`config.mk`:
```
export PLATFORM = sky130hd
export DESIGN_NAME = lamp_overdrive_ctrl
export DESIGN_NICKNAME = d
export VERILOG_FILES = /design/src/rtl/lod_pkg.sv /design/src/rtl/lod_scale.sv /design/src/rtl/lod_timer.sv /design/src/rtl/lod_arm.sv /design/src/rtl/lamp_overdrive_ctrl.sv
export SDC_FILE = /design/constraint.sdc
export NUM_CORES = 1
export LEC_CHECK = 0
export ABC_AREA = 0
export CORE_MARGIN = 3
export CORE_UTILIZATION = 53
export DETAILED_ROUTE_END_ITERATION = 7
export HOLD_SLACK_MARGIN = 0.12
export PLACE_DENSITY = 0.78
export SLEW_MARGIN = 15
export SYNTH_ARGS = -nofsm -noshare
export SYNTH_HDL_FRONTEND = slang
export SYNTH_SLANG_ARGS = --single-unit
```
`constraint.sdc`:
```
create_clock -name clk -period 2.4 [get_ports clk]
set_input_delay 0.24 -clock clk [delete_from_list [all_inputs] [get_ports clk]]
set_output_delay 0.24 -clock clk [all_outputs]
set_load 0.05 [all_outputs]
```
`src/rtl/lod_pkg.sv`:
```
package lod_pkg;

    typedef enum logic [1:0] {
        ARM_IDLE = 2'd0,
        ARM_RUN  = 2'd1,
        ARM_DONE = 2'd2
    } arm_st_e;

endpackage

```
`src/rtl/lod_scale.sv`:
```
module lod_scale #(
    parameter int THR_W = 10,
    parameter int LVL_W = 3
) (
    input  logic [THR_W-1:0] nom_i,
    input  logic [LVL_W-1:0] lvl_i,
    output logic [THR_W:0]   scaled_o
);
    localparam int MW = LVL_W + 1;
    localparam int PW = THR_W + LVL_W + 2;

    logic [MW-1:0] mul;
    logic [PW-1:0] acc [0:MW];
    logic [PW-1:0] total;

    assign mul    = {1'b0, lvl_i} + MW'(1);
    assign acc[0] = '0;

    for (genvar i = 0; i < MW; i++) begin : g_pp
        assign acc[i+1] = acc[i] + (mul[i] ? (PW'(nom_i) << i) : '0);
    end

    assign total    = (PW'(nom_i) << LVL_W) + acc[MW];
    assign scaled_o = (THR_W+1)'(total >> LVL_W);

    always_comb begin
        a_r2_not_below_nominal: assert (scaled_o >= (THR_W+1)'(nom_i));
        a_r2_not_above_double:  assert (scaled_o <= ((THR_W+1)'(nom_i) << 1));
    end
endmodule

```
`src/rtl/lod_timer.sv`:
```
module lod_timer #(
    parameter int TO_W        = 4,
    parameter int UNIT_CYCLES = 4_500_000,
    parameter int MAX_UNITS   = 14
) (
    input  logic            clk,
    input  logic            rst_n,
    input  logic            run_i,
    input  logic            tick_i,
    input  logic [TO_W-1:0] code_i,
    output logic            expire_o
);
    localparam int PRE_W  = $clog2(UNIT_CYCLES + 1);
    localparam int UNIT_W = $clog2(MAX_UNITS + 2);
    localparam logic [PRE_W-1:0]  PRE_LAST = PRE_W'(UNIT_CYCLES - 1);
    localparam logic [UNIT_W-1:0] UNIT_MAX = UNIT_W'(MAX_UNITS);

    typedef struct packed {
        logic [PRE_W-1:0]  pre;
        logic [UNIT_W-1:0] units;
    } tmr_t;

    tmr_t tmr_d, tmr_q;
    logic [UNIT_W-1:0] limit;
    logic              wrap;
    logic [UNIT_W-1:0] units_nxt;

    always_comb begin
        if (32'(code_i) > MAX_UNITS) limit = UNIT_MAX;
        else                         limit = UNIT_W'(code_i);

        wrap      = run_i && tick_i && (tmr_q.pre == PRE_LAST);
        units_nxt = (tmr_q.units == UNIT_MAX) ? UNIT_MAX : tmr_q.units + UNIT_W'(1);
        expire_o  = wrap && (limit != '0) && (units_nxt >= limit);

        tmr_d = tmr_q;
        if (!run_i) begin
            tmr_d = '0;
        end else if (tick_i) begin
            if (wrap) begin
                tmr_d.pre   = '0;
                tmr_d.units = units_nxt;
            end else begin
                tmr_d.pre = tmr_q.pre + PRE_W'(1);
            end
        end
    end

    always_ff @(posedge clk or negedge rst_n) begin
        if (!rst_n) tmr_q <= '0;
        else        tmr_q <= tmr_d;
    end

    a_r7_units_clamped: assert property (@(posedge clk) disable iff (!rst_n)
        tmr_q.units <= UNIT_MAX);

    a_r10_no_tick_holds: assert property (@(posedge clk) disable iff (!rst_n)
        (run_i && !tick_i) |=> $stable(tmr_q));

    a_r6_prescale_in_range: assert property (@(posedge clk) disable iff (!rst_n)
        tmr_q.pre <= PRE_LAST);
endmodule

```
`src/rtl/lod_arm.sv`:
```
module lod_arm
    import lod_pkg::*;
(
    input  logic clk,
    input  logic rst_n,
    input  logic req_i,
    input  logic expire_i,
    output logic active_o,
    output logic active_nxt_o
);
    typedef struct packed {
        arm_st_e st;
    } arm_t;

    arm_t arm_d, arm_q;

    always_comb begin
        arm_d = arm_q;
        unique case (arm_q.st)
            ARM_IDLE: if (req_i) arm_d.st = ARM_RUN;
            ARM_RUN: begin
                if (!req_i)        arm_d.st = ARM_IDLE;
                else if (expire_i) arm_d.st = ARM_DONE;
            end
            ARM_DONE: if (!req_i) arm_d.st = ARM_IDLE;
            default: arm_d.st = ARM_IDLE;
        endcase
        active_o     = (arm_q.st == ARM_RUN);
        active_nxt_o = (arm_d.st == ARM_RUN);
    end

    always_ff @(posedge clk or negedge rst_n) begin
        if (!rst_n) arm_q.st <= ARM_IDLE;
        else        arm_q    <= arm_d;
    end

    a_r1_request_arms: assert property (@(posedge clk) disable iff (!rst_n)
        (arm_q.st == ARM_IDLE && req_i) |=> active_o);

    a_r8_done_holds_off: assert property (@(posedge clk) disable iff (!rst_n)
        (arm_q.st == ARM_DONE && req_i) |=> !active_o);

    a_r9_drop_releases: assert property (@(posedge clk) disable iff (!rst_n)
        !req_i |=> !active_o);
endmodule

```
`src/rtl/lamp_overdrive_ctrl.sv`:
```
module lamp_overdrive_ctrl #(
    parameter int THR_W       = 10,
    parameter int LVL_W       = 3,
    parameter int TO_W        = 4,
    parameter int UNIT_CYCLES = 4_500_000,
    parameter int MAX_UNITS   = 14
) (
    input  logic             clk,
    input  logic             rst_n,
    input  logic [THR_W-1:0] nom_thr_i,
    input  logic [LVL_W-1:0] od_level_i,
    input  logic             od_en_bit_i,
    input  logic             od_en_pin_i,
    input  logic [TO_W-1:0]  tmo_code_i,
    input  logic             lamp_tick_i,
    output logic [THR_W:0]   thr_o,
    output logic             od_active_o
);
    typedef struct packed {
        logic [THR_W:0] thr;
    } out_t;

    out_t out_d, out_q;
    logic           req;
    logic           active;
    logic           active_nxt;
    logic           expire;
    logic [THR_W:0] scaled;

    assign req = od_en_bit_i | od_en_pin_i;

    lod_scale #(.THR_W(THR_W), .LVL_W(LVL_W)) u_scale (
        .nom_i    (nom_thr_i),
        .lvl_i    (od_level_i),
        .scaled_o (scaled)
    );

    lod_timer #(.TO_W(TO_W), .UNIT_CYCLES(UNIT_CYCLES), .MAX_UNITS(MAX_UNITS)) u_timer (
        .clk      (clk),
        .rst_n    (rst_n),
        .run_i    (active),
        .tick_i   (lamp_tick_i),
        .code_i   (tmo_code_i),
        .expire_o (expire)
    );

    lod_arm u_arm (
        .clk          (clk),
        .rst_n        (rst_n),
        .req_i        (req),
        .expire_i     (expire),
        .active_o     (active),
        .active_nxt_o (active_nxt)
    );

    always_comb begin
        out_d     = out_q;
        out_d.thr = active_nxt ? scaled : (THR_W+1)'(nom_thr_i);
    end

    always_ff @(posedge clk or negedge rst_n) begin
        if (!rst_n) out_q <= '0;
        else        out_q <= out_d;
    end

    assign thr_o       = out_q.thr;
    assign od_active_o = active;

    a_r3_idle_passes_nominal: assert property (@(posedge clk) disable iff (!rst_n)
        ($past(rst_n) && !od_active_o) |-> (thr_o == (THR_W+1)'($past(nom_thr_i))));

    a_r2_active_raises: assert property (@(posedge clk) disable iff (!rst_n)
        ($past(rst_n) && od_active_o) |-> (thr_o >= (THR_W+1)'($past(nom_thr_i))));
endmodule

```
* After elaboration in Yosys (flattened, before gate mapping)
Cells that the tools add are included.
W data, S select, Z words.
** Storage, ports and cells
- Logic and storage cells :: 44
- Register bits :: 40
** Cells by class
- Add/subtract/negate cells :: 7
- Multiplexer cells :: 16
- Eq/ne operators :: 7
- Magnitude comparators :: 2
- Bitwise gates (word level) :: 1
- Reduce and logical (&&, ||, !) cells :: 7
** Operators with widths (count)
- $mux W27 :: 2
- $add A23 B1 Y23 const B :: 1
- $eq A23 B23 Y1 const B :: 1
- $mux W23 :: 1
- $mux W11 :: 2
- $add A13 B14 Y14 :: 1
- $add A14 B12 Y14 :: 1
- $add A14 B13 Y14 :: 1
- $mux W13 :: 1
- $add A10 B11 Y12 :: 1
- $mux W12 :: 1
- $mux W4 :: 3
- $mux W10 :: 1
- $mux W2 :: 4
- $pmux W2 S3 :: 1
- $add A3 B1 Y4 const B :: 1
- $add A4 B1 Y4 const B :: 1
- $eq A2 B1 Y1 const B :: 2
- $eq A4 B4 Y1 const B :: 1
- $ge A4 B4 Y1 :: 1
- $gt A4 B4 Y1 const B :: 1
- $logic_and A1 B1 Y1 :: 4
- $ne A2 B2 Y1 const B :: 2
- $reduce_bool A4 Y1 :: 1
- other kinds (4) :: 4

* Logic depth before layout (Yosys ltp)
Gate-level depths: netlist (run 1).
- Depth after elaboration :: 10
- Gate-level depth with buffers :: 16
- Gate-level depth less buffers :: 16

* Modules after synthesis
Synthesis (run 1) repeated with hierarchy kept, for this count alone.
** Unflattened totals
- Cell total of the unflattened synthesis :: 370
- Area, all modules :: 3480.8 sq um
** Modules (own cells, without submodules)
- lod_timer :: cells an instance 176, times used 1, area each 1579.0 sq um, seq. area each 675.6 sq um
- lod_scale :: cells an instance 162, times used 1, area each 1360.1 sq um, seq. area each 0.0 sq um
- lamp_overdrive_ctrl :: cells an instance 24, times used 1, area each 446.7 sq um, seq. area each 275.3 sq um
- lod_arm :: cells an instance 8, times used 1, area each 95.1 sq um, seq. area each 50.0 sq um

* Least setup slack after synthesis (run 1)
Ideal clock, no wire load.
- Path kind :: input -> register
- From :: in od_level_i[0]
- To :: reg out_q, in the netlist thr_o[9]
- Arrival :: 3.736 ns
- Data required time :: 2.275 ns
- Stages on the path :: 14
- Library setup time :: 0.125 ns
- Slack :: -1.461 ns
- Path through :: ha_1 and2_1 fa_1 a21o_1 a21oi_1 xnor2_1 fa_1 inv_1 fa_1 a211oi_1 nor2_1 o41ai_1 xnor2_1 mux2_4
** RTL lines
- start, declared :: line lamp_overdrive_ctrl.sv:11 : input logic [LVL_W-1:0] od_level_i,
- end signal, assigned :: line lamp_overdrive_ctrl.sv:63 : else out_q <= out_d;
- end, declared :: line lamp_overdrive_ctrl.sv:23 : out_t out_d, out_q;

==> parameters.txt, run 1 <==
Parameter                              Value

Run status
  Outcome ... finished, violations left
  Failing checks ... setup timing

Clock tree
  Clock insertion delay at the later pin of the skew report ... ~0.28 ns
  CTS clock-pin slew for the worst setup and hold paths ... 0.07 ns
  CTS Sinks ... 40
  H-tree depth ... 2
  Num CTS Buffers ... 5
  CTS Buffer Depth ... 2
  TritonCTS clock tree ... done
  CTS root buffer ... sky130_fd_sc_hd__clkbuf_8

Power
  Static leakage power ... 2.422 nW
  Power Dens Cells ... 642.2 mW/mm^2
  Maximum ir drop on the vdd rail ... 797.1 uV

Layout
  Leading cell type in the layout, fill and taps excluded ... sky130_fd_sc_hd__buf_4
  Share of post-route cells with drive strength above 1 ... 0.3438
  Net total in the final layout ... 577
  Post-layout utilization of the core ... 0.8105
  Commonest cells after routing, fill and taps aside ... sky130_fd_sc_hd__buf_4, sky130_fd_sc_hd__nor2_1, sky130_fd_sc_hd__dfrtp_1
  Final std cell area, no fill ... 0.005235 sq mm
  Area used by sequential logic in the layout ... between 0.001 and 0.0015 sq mm
  Growth of design area from synthesis to finish ... 45.08%
  Area occupied by multi-input gates ... ~0.0029 sq mm
  Fillers ... ~350

STA
  Setup violation total in the final timing report ... 11
  Hold Slack ... 0.4433 ns
  Maximum operating frequency ... 0.2848 GHz
  Relative slew margins ... 0.4095
  Worst-Margin Slew ... 0.8857 ns
  Unrepaired setup endpoints after global routing ... yes
  Post-layout min period ... 3.511 ns
  Worst clock skew ... 0.005393 ns
  Post-layout worst setup margin ... -1.111 ns
  Count of endpoints failing hold in the final timing report ... 0
  Fin. max-slew vios ... 0
  Ratio of final minimum period to clock period ... 1.463

Yosys
  Most frequently used flop master after synthesis ... sky130_fd_sc_hd__dfrtp_1
  Simple logic cell fraction of the synthesized area ... 0.2302
  Netlist cell types ... 50
  Number of enable-type register cells in the synthesized netlist ... 0
  Avg Cell Area, Syn ... 9.135 sq um
  Compound-cell area share of the yosys netlist ... 0.09535
  Flops & latches, synth ... 40
  Share of the synthesized netlist area taken by xor and xnor gates ... 0.08738
  Number of warnings printed during yosys synthesis ... 0
  Largest family of logic cells by synthesized area ... simple AND/OR/NAND/NOR gates
  Fraction of the yosys area taken by sequential cells ... 0.2774
  Share of Yosys cell area claimed by the top area cell type ... 0.2774
  Multiplexer share of the synthesized area ... 0.05340
  Dominant cells by area after synthesis ... sky130_fd_sc_hd__dfrtp_1, sky130_fd_sc_hd__fa_1, sky130_fd_sc_hd__ha_1
  Yosys top cell by area ... sky130_fd_sc_hd__dfrtp_1
  Adder-cell area share of the yosys netlist ... 0.2011
  Number of nets in the synthesized netlist ... 463
  Netlist area before placement ... roughly 0.0036 sq mm
  Cells after Synth ... 395
  Fraction of synthesis flops using an asynchronous set or reset pin ... 1.000

Floorplanning
  Die boundary width ... 88.52 microns
  Initial core utilization ... 0.5587
  Full die area ... 0.007835 sq mm
  Die Y ... 88.52 microns
  Row cnt ... 29
  Count of boundary I/O pins ... 34
  Core area ... 0.006459 sq mm

Run
  # Max-Cap Violations ... 0

Hold path
  Hold Path Sink ... thr_o[5]
  Worst min-delay path startpoint ... nom_thr_i[5]
  Worst min-delay path category ... in2reg
  Cell depth of the worst min-delay path ... 3

Global route
  Pin count of the biggest net entering global routing ... a little over 40
  First-pass GRT wire length ... 14.94 mm
  Met2 track demand over resource in global routing ... 0.4052
  Via count of the first global-routing pass ... roughly 3,300
  M3 GR Usage ... 0.03538
  Layer with the highest usage after global routing ... met2
  Tot GR Track Use ... 0.2408
  Initial antenna violation count ... 1
  Met1 track demand over resource ... 0.3349
  Leftover overflow at the end of global routing ... 0

Routing
  Routed via count divided by cell count ... 5.663
  Routed via count ... 3,324
  DRC violation count after routing ... 0
  DR iter-0 viols ... between 200 and 250
  Final routed wirelength across all metal layers ... 10.09 mm
  Post-route ant nets ... 0
  Iteration count of the initial detailed-routing pass ... 4
  Drt wl/cell ... 17.19 microns

Setup path
  Max Fanout on Critical Path ... 7
  Crit Reg-Reg Endpoint ... thr_o[6]
  Endpoint kind of the worst setup timing path ... register
  Data arrival time of the critical path ... about 3.7 ns
  Flop2flop setup slack ... -0.21 ns
  Kind of critical path ... in2reg
  Worst flop-to-flop path startpoint ... u_timer.tmr_q[1]
  Critical Path Source Type ... primary input
  Cells on worst reg2reg path ... 11
  Data required time at the worst endpoint ... 2.57 ns

Place
  Port buffer count ... 33
  Gp weighted congestion ... approximately 0.86
  Total cell area at the placement stage ... 0.004631 sq mm
  Placement-stage worst setup slack ... -1.800 ns
  Half-perimeter wire length after placement ... 6.166 mm
through the flow:
stage,TNS [ns],instances,power [mW]
3_3_place_gp,-14.69,566,2.498
6_report,-8.517,587,3.362
2_1_floorplan,-6.835,395,1.954
3_5_place_dp,-15.75,566,2.531
5_1_grt,-9.430,587,3.542
4_1_cts,-7.927,582,3.088
report_power, final:
group,total [mW],switching (mW),leakage (nW),internal (mW)
logic,2.14,1.13,1.85,1.01
registers,0.811,0.0388,0.529,0.773
clock network,0.410,0.213,0.0410,0.197
total,3.36,1.39,2.42,1.98
critical path, cell delays in order:
cell and delay [ns]:
sky130_fd_sc_hd__buf_8 0.10, sky130_fd_sc_hd__ha_4 0.26, sky130_fd_sc_hd__and4b_1 0.22, sky130_fd_sc_hd__fa_2 0.35
sky130_fd_sc_hd__a21o_1 0.19, sky130_fd_sc_hd__a21oi_2 0.15, sky130_fd_sc_hd__buf_4 0.14, sky130_fd_sc_hd__o21bai_1 0.06
sky130_fd_sc_hd__a21oi_1 0.17, sky130_fd_sc_hd__xor2_1 0.22, sky130_fd_sc_hd__fa_1 0.46, sky130_fd_sc_hd__inv_2 0.09
sky130_fd_sc_hd__ha_4 0.22, sky130_fd_sc_hd__o21ai_4 0.13, sky130_fd_sc_hd__nor2_2 0.08, sky130_fd_sc_hd__o41ai_4 0.22
sky130_fd_sc_hd__xnor2_1 0.11, sky130_fd_sc_hd__mux2_4 0.27
cell families (layout without fill, tap and decap cells):
| family | Yosys count | count (layout) |
|---|---|---|
| other | 0 | 1 |
| muxes | 16 | 16 |
| buffers and inverters | 49 | 163 |
| adders and majority gates | 46 | 46 |
| xor gates and xnor gates | 36 | 36 |
| AOI/OAI and AO/OA | 52 | 52 |
| and+or+nand+nor | 156 | 156 |
| DFF | 40 | 40 |
cell usage after synthesis (all sizes together) (6+ instances only):
master,instances
a21oi,16
inv,41
mux2,8
a21o,7
and2,21
nand3,8
clkbuf,6
fa,20
dfrtp,40
nor3,7
mux2i,8
ha,26
xor2,12
xnor2,24
nor2b,8
nor2,45
nand2,25
nor4,11
o21ai,10
repair_timing:
action	4_1_cts	5_1_grt
setup buffers	7	6
pin swaps	41	29
endpoints found under the hold margin	40	0
setup endpoints to repair	11	11
resized for setup	68	38
cloned	1	0
hold buffers	1	0
flip-flops by register name, summed over array words and instances (netlist names):
signal,flops
u_timer.tmr_q,27
thr_o,11
u_arm.arm_q,2
how the worst max path moves through the flow:
stage	depth (start not counted)	slack [ns]	endpoint	startpoint
floorplan	14	-0.98	thr_o[9]	od_level_i[0]
global placement	17	-1.65	thr_o[9]	od_level_i[0]
detailed placement	17	-1.80	thr_o[9]	od_level_i[0]
CTS	16	-1.13	thr_o[9]	od_level_i[1]
global route	18	-1.20	thr_o[9]	od_level_i[1]
finish	18	-1.11	thr_o[9]	od_level_i[1]
routing by layer:
metal / vias to the layer above / share of wire
met5: - / 0
met4: 0 / 0.012
met3: 14 / 0.039
met2: 78 / 0.52
met1: 1662 / 0.43
li1: 1570 / -
layout make-up:
type                       instances  share of cell area
antenna                            1           0.0004780
clock buffer                       6             0.01386
clock inverter                     1           0.0009560
inverter                          41             0.02940
multi-input combinational        306              0.5566
sequential                        40              0.1912
tap                               77             0.01840
timing repair buffer             115              0.1891
Note: power is estimated with default switching activity, not from simulation.
==> run 2: changes to the inputs <==
- CORE_UTILIZATION: 53 -> 30
- PLACE_DENSITY: 0.78 -> default
==> run 2 against run 1 <==
Effect of this change:
- the flow still finishes with violations (setup timing)
- combinational power about the same
- final cell count up 12%
- critical endpoint unchanged
- hold slack worse by 0.0062 ns
- largest power group unchanged
- highest routed layer unchanged
==> parameters.txt, run 2 (same netlist as run 1, synthesis figures left out) <==
Parameter                              Value

Setup path
  Largest stage delay, worst path ... 0.45 ns (was 0.46 ns)
  Buffers plus inverters on the worst setup path ... 2 (was 3)
  Max Fanout on Critical Path ... 5 (was 7)
  Data required time at the worst endpoint ... 2.57 ns (about the same)
  Data arrival time of the critical path ... 3.61 ns (was 3.68 ns)
  Kind of critical path ... in2reg (unchanged)
  Endpoint kind of the worst setup timing path ... register (unchanged)
  Critical Path Most Common Cell ... sky130_fd_sc_hd__ha_4 (unchanged)
  Slowest cell on the critical path ... sky130_fd_sc_hd__fa_1 (unchanged)
  Crit-path cells ... buf_8 -> ha_4 -> and4b_1 -> fa_2 -> a21o_1 -> a21oi_4 -> o21bai_1 -> a21oi_1 -> xor2_1 -> fa_1 -> inv_2 -> ha_4 -> o21ai_2 -> nor2_2 -> o41ai_4 -> xnor2_1 -> mux2_4 (was buf_8 -> ha_4 -> and4b_1 -> fa_2 -> a21o_1 -> a21oi_2 -> buf_4 -> o21bai_1 -> a21oi_1 -> xor2_1 -> fa_1 -> inv_2 -> ha_4 -> o21ai_4 -> nor2_2 -> o41ai_4 -> xnor2_1 -> mux2_4)
  Critical Path Source Type ... primary input (unchanged)
  Cell type group with the largest total delay on the critical path ... adder cells (unchanged)

Floorplanning
  Die Y ... 115.7 microns (was 88.52 microns)
  Core area ... 0.01156 sq mm (was 0.006459 sq mm)
  Initial core utilization ... 0.3120 (was 0.5587)
  Count of boundary I/O pins ... 34 (unchanged)
  Die boundary width ... 115.7 microns (was 88.52 microns)
  Full die area ... 0.01338 sq mm (was 0.007835 sq mm)
  Row cnt ... 39 (was 29)

Routing
  Final routed wirelength across all metal layers ... 9.162 mm (was 10.09 mm)
  Routed via count divided by cell count ... 4.835 (was 5.663)
  Post-route ant nets ... 0 (unchanged)
  Drt wl/cell ... 13.97 microns (was 17.19 microns)
  Routed via count ... 3,172 (was 3,324)
  DR iter-0 viols ... 122 (was 219)
  DRC violation count after routing ... 0 (unchanged)
  Iteration count of the initial detailed-routing pass ... 4 (unchanged)

STA
  Setup violation total in the final timing report ... 11 (unchanged)
  Unrepaired setup endpoints after global routing ... yes (unchanged)
  Final sum of negative setup slack ... -7.569 ns (was -8.517 ns)
  Ratio of final minimum period to clock period ... 1.433 (was 1.463)
  Maximum operating frequency ... 0.2907 GHz (was 0.2848 GHz)
  Fin. max-slew vios ... 0 (unchanged)
  Post-layout worst setup margin ... -1.040 ns (was -1.111 ns)
  Relative slew margins ... 0.4243 (was 0.4095)
  Count of endpoints failing hold in the final timing report ... 0 (unchanged)
  Worst-Margin Slew ... 0.8636 ns (was 0.8857 ns)
  Worst clock skew ... 0.005666 ns (was 0.005393 ns)
  Post-layout min period ... 3.440 ns (was 3.511 ns)

Place
  Gp weighted congestion ... 0.8298 (was 0.8647)
  Placement-stage worst setup slack ... -1.695 ns (was -1.800 ns)
  Half-perimeter wire length after placement ... 6.745 mm (was 6.166 mm)
  Port buffer count ... 33 (unchanged)

Layout
  Top reg by flops ... u_timer.tmr_q (unchanged)
  Growth of design area from synthesis to finish ... 51.98% (was 45.08%)
  Antenna cell count ... 0 (was 1)
  Largest register FFs ... 27 (unchanged)
  Leading cell type in the layout, fill and taps excluded ... sky130_fd_sc_hd__buf_4 (unchanged)
  Net total in the final layout ... 580 (was 577)
  Share of post-route cells with drive strength above 1 ... 0.3606 (was 0.3438)
  Fillers ... 1,033 (was 351)
  Commonest cells after routing, fill and taps aside ... sky130_fd_sc_hd__buf_4, sky130_fd_sc_hd__nor2_1, sky130_fd_sc_hd__dfrtp_1 (unchanged)

Clock tree
  CTS root buffer ... sky130_fd_sc_hd__clkbuf_16 (was sky130_fd_sc_hd__clkbuf_8)
  H-tree depth ... 2 (unchanged)
  Clock insertion delay at the later pin of the skew report ... 0.29 ns (was 0.28 ns)
  TritonCTS clock tree ... done (unchanged)
  Num CTS Buffers ... 5 (unchanged)
  CTS Buffer Depth ... 2 (unchanged)
  CTS clock-pin slew for the worst setup and hold paths ... 0.06 ns (was 0.07 ns)
  CTS Sinks ... 40 (unchanged)

Global route
  First-pass GRT wire length ... 15.64 mm (was 14.94 mm)
  Pin count of the biggest net entering global routing ... 41 (unchanged)
  Initial antenna violation count ... 0 (was 1)
  Leftover overflow at the end of global routing ... 0 (unchanged)
  Tot GR Track Use ... 0.1428 (was 0.2408)
  Via count of the first global-routing pass ... 3,388 (was 3,265)

Run status
  Outcome ... finished, violations left (unchanged)
  Failing checks ... setup timing (unchanged)

Hold path
  Worst min-delay path category ... in2reg (unchanged)

Run
  # Max-Cap Violations ... 0 (unchanged)

Power
  Maximum ir drop on the vdd rail ... 265.7 uV (was 797.1 uV)
  Power Dens Cells ... 681.5 mW/mm^2 (was 642.2 mW/mm^2)
  Static leakage power ... 2.480 nW (was 2.422 nW)
run 2: cell types whose count changed in the layout (fill, tap and decap cells not counted), sizes merged:
cell | before | now
clkinv | 1 | 0
buf | 85 | 88
dlygate4sd2 | 6 | 8
dlymetal6s2s | 3 | 1
inv | 41 | 42
bufinv | 0 | 1
clkinvlp | 0 | 1
diode | 1 | 0
clkbuf | 6 | 5
run 2: repair_timing:
| action | 4_1_cts | 5_1_grt |
|---|---|---|
| hold buffers | 1 | 0 |
| buffers inserted | 9 | 4 |
| cloned | 1 | 0 |
| endpoints found under the hold margin | 40 | 0 |
| endpoints found under the setup margin | 12 | 12 |
| pin swaps | 43 | 21 |
| resized for setup | 83 | 28 |
run 2: routing by layer:
metal  share of wire  vias up  GRT usage
li1                -     1569          -
met1            0.43     1551     0.1768
met2            0.53       38     0.2627
met3           0.022       14    0.01932
met4           0.017        0    0.03403
met5               0        -          0
run 2: worst paths after layout:
path                                  startpoint  slack [ns]  cells past startpoint                 to
worst min-delay path                nom_thr_i[3]        0.44                      3           thr_o[3]
worst max register to register  u_timer.tmr_q[1]       -0.13                     11           thr_o[0]
min in group asynchronous                  rst_n        0.60                      2   u_timer.tmr_q[5]
max in group asynchronous                  rst_n        1.25                      2  u_timer.tmr_q[18]
worst min register to register  u_timer.tmr_q[5]        0.56                      2   u_timer.tmr_q[5]
worst max-delay path               od_level_i[1]       -1.04                     17           thr_o[9]
run 2: report_power, final:
part	internal [mW]	switching, mW	total, mW
clock	0.494	0.278	0.772
combinational	1.04	1.11	2.15
sequential	0.773	0.0380	0.811
total	2.31	1.43	3.74
run 2: layout make-up:
cell class,instances,area [sq um],share of cell area
sequential,40,1001,0.1825
tap,143,178.9,0.03263
timing repair buffer,118,1025,0.1869
inverter,41,153.9,0.02806
clock inverter,3,46.29,0.008442
clock buffer,5,125.1,0.02282
multi-input combinational,306,2954,0.5387
run 2: through the flow:
| step | hold slack, ns | cells | power (mW) | area (sq um) | utilization |
|---|---|---|---|---|---|
| after floorplan | -0.05559 | 395 | 1.954 | 3736 | - |
| after global placement | 0.4157 | 633 | 2.542 | 4721 | 0.4082 |
| after detailed placement | 0.4140 | 633 | 2.570 | 4721 | 0.4082 |
| after CTS | 0.4681 | 652 | 3.590 | 5304 | 0.4586 |
| after global routing | 0.4609 | 656 | 3.953 | 5484 | 0.4742 |
| final | 0.4371 | 656 | 3.737 | 5484 | 0.4742 |
run 2: worst reg2reg max path, delay by kind of cell (launching register included):
family / cells / cell delay [ns]
adders and majority gates: 2 / 0.40
buffers and inverters: 3 / 0.39
DFF: 1 / 0.42
AOI/OAI and AO/OA: 2 / 0.59
and+or+nand+nor: 2 / 0.20
muxes: 2 / 0.41
